===== src/rtl/vfcmp_pkg.sv =====
package vfcmp_pkg;
  localparam int unsigned EXP_W  = 8;
  localparam int unsigned FRAC_W = 23;
  localparam int unsigned FP_W   = 1 + EXP_W + FRAC_W;

  typedef enum logic [1:0] {
    PRED_EQ   = 2'd0,
    PRED_GT   = 2'd1,
    PRED_GE   = 2'd2,
    PRED_NONE = 2'd3
  } pred_e;

  localparam logic [1:0] CC_ALL  = 2'd0;
  localparam logic [1:0] CC_SOME = 2'd1;
  localparam logic [1:0] CC_NONE = 2'd3;
endpackage


===== src/rtl/vfcmp_lane.sv =====
module vfcmp_lane
  import vfcmp_pkg::*;
(
  input  logic [FP_W-1:0] a_in,
  input  logic [FP_W-1:0] b_in,
  input  pred_e           pred,
  input  logic            sig_mode,
  input  logic            lane_en,
  output logic            hit,
  output logic            inv
);
  logic a_nan, b_nan, a_snan, b_snan, any_nan, both_zero;
  logic a_s, b_s;
  logic [FP_W-2:0] a_mag, b_mag;
  logic is_eq, b_lt_a, raw_hit;

  always_comb begin
    a_s    = a_in[FP_W-1];
    b_s    = b_in[FP_W-1];
    a_mag  = a_in[FP_W-2:0];
    b_mag  = b_in[FP_W-2:0];
    a_nan  = (&a_in[FP_W-2:FRAC_W]) && (a_in[FRAC_W-1:0] != '0);
    b_nan  = (&b_in[FP_W-2:FRAC_W]) && (b_in[FRAC_W-1:0] != '0);
    a_snan = a_nan && !a_in[FRAC_W-1];
    b_snan = b_nan && !b_in[FRAC_W-1];
    any_nan   = a_nan || b_nan;
    both_zero = (a_mag == '0) && (b_mag == '0);
    is_eq  = !any_nan && ((a_in == b_in) || both_zero);
    // second operand strictly below first
    b_lt_a = !any_nan && !both_zero &&
             ((b_s && !a_s) ||
              (!b_s && !a_s && (b_mag < a_mag)) ||
              (b_s && a_s && (b_mag > a_mag)));
    unique case (pred)
      PRED_EQ: raw_hit = is_eq;
      PRED_GT: raw_hit = b_lt_a;
      PRED_GE: raw_hit = b_lt_a || is_eq;
      default: raw_hit = 1'b0;
    endcase
    hit = lane_en && raw_hit;
    inv = lane_en && (sig_mode ? any_nan : (a_snan || b_snan));
  end
endmodule


===== src/rtl/vfcmp_ccgen.sv =====
module vfcmp_ccgen
  import vfcmp_pkg::*;
#(
  parameter int unsigned LANES = 4
) (
  input  logic [LANES-1:0] hits,
  input  logic             single,
  output logic [1:0]       cc
);
  always_comb begin
    if (single)        cc = hits[0] ? CC_ALL : CC_NONE;
    else if (&hits)    cc = CC_ALL;
    else if (|hits)    cc = CC_SOME;
    else               cc = CC_NONE;
  end
endmodule


===== src/rtl/vfcmp_cc_unit.sv =====
module vfcmp_cc_unit
  import vfcmp_pkg::*;
#(
  parameter int unsigned LANES = 4
) (
  input  logic                  clk,
  input  logic                  rst_n,
  input  logic                  cmp_go,
  input  logic [LANES*FP_W-1:0] src_a,
  input  logic [LANES*FP_W-1:0] src_b,
  input  logic [1:0]            pred_sel,
  input  logic                  signal_cmp,
  input  logic                  single_elem,
  output logic                  res_valid,
  output logic [LANES*FP_W-1:0] lane_mask,
  output logic [1:0]            cc_code,
  output logic [LANES-1:0]      invalid_flag
);
  localparam int unsigned VW = LANES * FP_W;

  pred_e             pred;
  logic [LANES-1:0]  hit_c, inv_c;
  logic [VW-1:0]     mask_c, mask_q;
  logic [1:0]        cc_c, cc_q;
  logic [LANES-1:0]  inv_q;
  logic              vld_q;

  assign pred = pred_e'(pred_sel);

  for (genvar i = 0; i < LANES; i++) begin : g_lane
    logic en;
    assign en = !single_elem || (i == 0);
    vfcmp_lane u_lane (
      .a_in    (src_a[i*FP_W +: FP_W]),
      .b_in    (src_b[i*FP_W +: FP_W]),
      .pred    (pred),
      .sig_mode(signal_cmp),
      .lane_en (en),
      .hit     (hit_c[i]),
      .inv     (inv_c[i])
    );
    assign mask_c[i*FP_W +: FP_W] = {FP_W{hit_c[i]}};
  end

  vfcmp_ccgen #(.LANES(LANES)) u_cc (
    .hits  (hit_c),
    .single(single_elem),
    .cc    (cc_c)
  );

  always_ff @(posedge clk or negedge rst_n) begin
    if (!rst_n) vld_q <= 1'b0;
    else        vld_q <= cmp_go;
  end

  always_ff @(posedge clk or negedge rst_n) begin
    if (!rst_n) begin
      mask_q <= '0;
      cc_q   <= '0;
      inv_q  <= '0;
    end else if (cmp_go) begin
      mask_q <= mask_c;
      cc_q   <= cc_c;
      inv_q  <= inv_c;
    end
  end

  assign res_valid    = vld_q;
  assign lane_mask    = mask_q;
  assign cc_code      = cc_q;
  assign invalid_flag = inv_q;
endmodule


===== config.mk =====
export PLATFORM = sky130hd
export DESIGN_NAME = vfcmp_cc_unit
export DESIGN_NICKNAME = d
export VERILOG_FILES = /design/src/rtl/vfcmp_pkg.sv /design/src/rtl/vfcmp_lane.sv /design/src/rtl/vfcmp_ccgen.sv /design/src/rtl/vfcmp_cc_unit.sv
export SDC_FILE = /design/constraint.sdc
export NUM_CORES = 1
export LEC_CHECK = 0
export BUFFER_PORTS_ARGS = -buffer_cell sky130_fd_sc_hd__buf_4
export CAP_MARGIN = 20
export CORE_AREA = 2 2 152 154
export DETAILED_ROUTE_END_ITERATION = 10
export DIE_AREA = 0 0 154 156
export PLACE_DENSITY = 0.62
export REMOVE_ABC_BUFFERS = 1
export SLEW_MARGIN = 40
export SYNTH_ARGS = -nofsm -noshare
export SYNTH_HDL_FRONTEND = slang
export SYNTH_SLANG_ARGS = --single-unit
export TNS_END_PERCENT = 50

===== constraint.sdc =====
create_clock -name clk -period 1.5 [get_ports clk]
set_input_delay 0.3 -clock clk [delete_from_list [all_inputs] [get_ports clk]]
set_output_delay 0.3 -clock clk [all_outputs]
set_load 0.02 [all_outputs]

==> flow_summary.yaml <==
final_layout:
  area_delta_synth_final_pct: 78.78
  postLayoutCellArea_um2: 10250
  final_nets: 1638
  final_layout_size_suffix_gt1_share_pct: 54.12
  fin_cells: 1526
placement:
  placedCellCount: 1508
  dp_hpwl_mm: 20.28
  place_congestion: 0.8922
  place_area_um2: 9329
  io_buffers: 397
  pre_cts_ws_ps: -1379
synth:
  yosys_warnings: 0
  syn-cell-area_um2: 5732
  ys_ff_latch: 11
  synth_cells: 794
  synth.top_cell.area_share_pct: 29.69
  yosys-top-cells-area: "ha_1, buf_4, inv_1, nor4_1, nand4_1"
  ys_types: 59
  synth_common_cells: "inv_1, ha_1, buf_4"
  yosysTopAreaCell: "ha_1"
  ys_seq_area_share_pct: 4.802
  yosysMostFrequentCell: "inv_1"
  synth_ff_type: "dfrtp_1"
  avgSynthCellArea_um2: 7.219
  synthArstFlopShare_pct: 100.0
  synth-edff-count: 0
sta:
  slew_headroom_pct: 71.58
  worst_pin_slew_ps: 422.5
  fin_crit_sh_pct: 159.3
  finalHoldViolCount: 0
  fmax_mhz: 418.5
  rsz0062_at_grt: "true"
  finalCriticalPeriod_ps: 2389
  fin_ws_ps: -889.3
  finalSetupTns_ps: -4527
  report.final.slew_viol_count: 0
  clock_skew_ps: 0
  setup-violations-final: 7
setup_path:
  arrival_ps: 2520
  worstReg2RegEnd: "lane_mask[96]$_DFFE_PN0P_"
  crit_type: "input port to flop"
  worst-r2r-setup-slack_ps: 650
  r2r_cells: 3
  start_kind: "input port"
  path_max_fanout: 3
  rr_startpoint: "lane_mask[96]$_DFFE_PN0P_"
  crit_required_ps: 1630
  setup.worst_path.end_class: "flop"
power:
  switching_power_uw: 1659
  power_leakage_uw: 0.005382
  total_power_uw: 3947
  combPwrFrac_pct: 78.8
  p_int_uw: 2288
  p_clk_share_pct: 12.8
  p_seq_share_pct: 8.4
  swShare_pct: 42.04
  cellPowerDensity_nw_per_um2: 385.2
  ir_drop_mv: 0.2763
drt:
  vias_per_cell: 4.712
  routed_wl_mm: 22.78
  drt-initial-drc-count: 219
  first_pass_iters: 6
  route.detailed.drc: 0
  vias: 7190
  drt-wirelength-per-cell_um: 14.93
  ant_nets: 0
grt:
  antenna_found_initial: 4
  grt_pass1_wl_mm: 34.68
  grt_pass1_vias: 7133
  grt_max_degree: 34
  gr-total-overflow: 0
  grtUsageTotal_pct: 17.63
clock_tree:
  numCtsBuffers: 3
  cts_num_sinks: 11
  clkSlewWorstSetupHoldPaths_ps: 50
  clock_latency_ps: 240
  htreeDepth: 1
  cts_root_buf: "clkbuf_16"
  cts_buffer_depth: 2
  cts_tree: "done"
min_path:
  whs_path_depth: 1
  min_to: "res_valid$_DFF_PN0_"
  hp-start: "cmp_go"
  hold_path_class: "input port to flop"
outcome:
  failed_checks: "setup timing"
  outcome: "finished with violations"
job:
  drv_cap: 0
floorplan:
  dieArea_um2: 24020
  initial_utilization_pct: 25.63
  ios: 398
  placementRows: 55
  die_w_um: 154
  design.core.area_um2: 22370
  die_h_um: 156
[sequential cells by signal, indices dropped and copies added, names as in the netlist]
| name | count |
|---|---|
| lane_mask | 4 |
| cc_code | 2 |
| res_valid | 1 |
| invalid_flag | 4 |
[what timing repair did]
action,CTS,global route
hold buffers,1,0
setup endpoints to repair,10,10
endpoints found under the hold margin,11,0
pin swaps,55,18
buffers inserted,9,2
resized for setup,123,30
[how the worst max path moves through the flow]
stage	cells after the start	from	slack, ps	to
floorplan	2	lane_mask[96]$_DFFE_PN0P_	-2960	lane_mask[96]$_DFFE_PN0P_
global placement	13	src_a[101]	-1330	cc_code[0]$_DFFE_PN0P_
detailed placement	11	src_a[126]	-1380	cc_code[0]$_DFFE_PN0P_
CTS	11	src_a[122]	-890	cc_code[1]$_DFFE_PN0P_
global route	13	src_a[88]	-990	cc_code[1]$_DFFE_PN0P_
finish	10	src_b[117]	-890	cc_code[1]$_DFFE_PN0P_
[power by group through the flow]
stage / combinational [µW] / sequential, µW / clock, µW
after floorplan: 713 / 789 / 0
after global placement: 2820 / 334 / 0
after detailed placement: 2860 / 335 / 0
after CTS: 3080 / 330 / 523
after global routing: 3390 / 333 / 531
final: 3110 / 330 / 506
[worst max-delay path, stage by stage]
cell and delay [ps]:
buf_4 130, ha_4 260, nand4_1 120, or4_4 610, nor3_4 180, or4_1 130
and4_4 220, o41ai_4 90, or2_1 240, a32o_1 250
[final cells by class]
class                           instances  area [µm²]
Sequential cell                        11       275.3
Clock inverter                          1       5.005
Clock buffer                            3       75.07
Tap cell                              285       356.6
Fill cell                            2250       12120
Multi-Input combinational cell        518        4573
Antenna cell                            3       7.507
Inverter                              139       544.3
Timing Repair Buffer                  566        4410
[logic make-up after synthesis]
kind of cell    share of synthesized area [%]
simple gates                            24.06
buf+inv                                 25.47
mux                                    0.1746
compound gates                          15.65
xor+xnor                               0.1528
flops                                   4.802
fa+ha+maj                               29.69
[through the flow]
| stage | utilization (%) | hold WS (ps) |
|---|---|---|
| detailed placement | 41.71 | 150.8 |
| finish | 45.82 | 240.5 |
| floorplan | - | 4.409 |
| global placement | 41.71 | 146.1 |
| CTS | 45.19 | 239.3 |
| global route | 45.82 | 240.6 |
[per-layer routing]
| metal | routed length [µm] | part of all wire, % | GRT usage [%] |
|---|---|---|---|
| met2 | 12340 | 54 | 35.47 |
| met1 | 8629 | 38 | 19.07 |
| met3 | 1274 | 5.6 | 2.444 |
| met4 | 526 | 2.3 | 4.717 |
| met5 | 13 | 0.057 | 0 |
[placed cells by master (no fill, tap or decap), drive strengths merged, types with 3 or more instances in the layout]
cell,instances
buf,565
nand4,47
nand3,19
diode,3
inv,139
nor2,35
o41ai,4
a211oi,9
o31a,3
dfrtp,11
a21boi,3
clkbuf,3
nor2b,4
nor4,60
a221oi,4
nor3,14
ha,136
o21ai,30
nand2,37
a21oi,48
o31ai,5
and2,3
nand3b,5
and4,9
a21o,7
or3,3
Power figures use the tool's default switching activity.
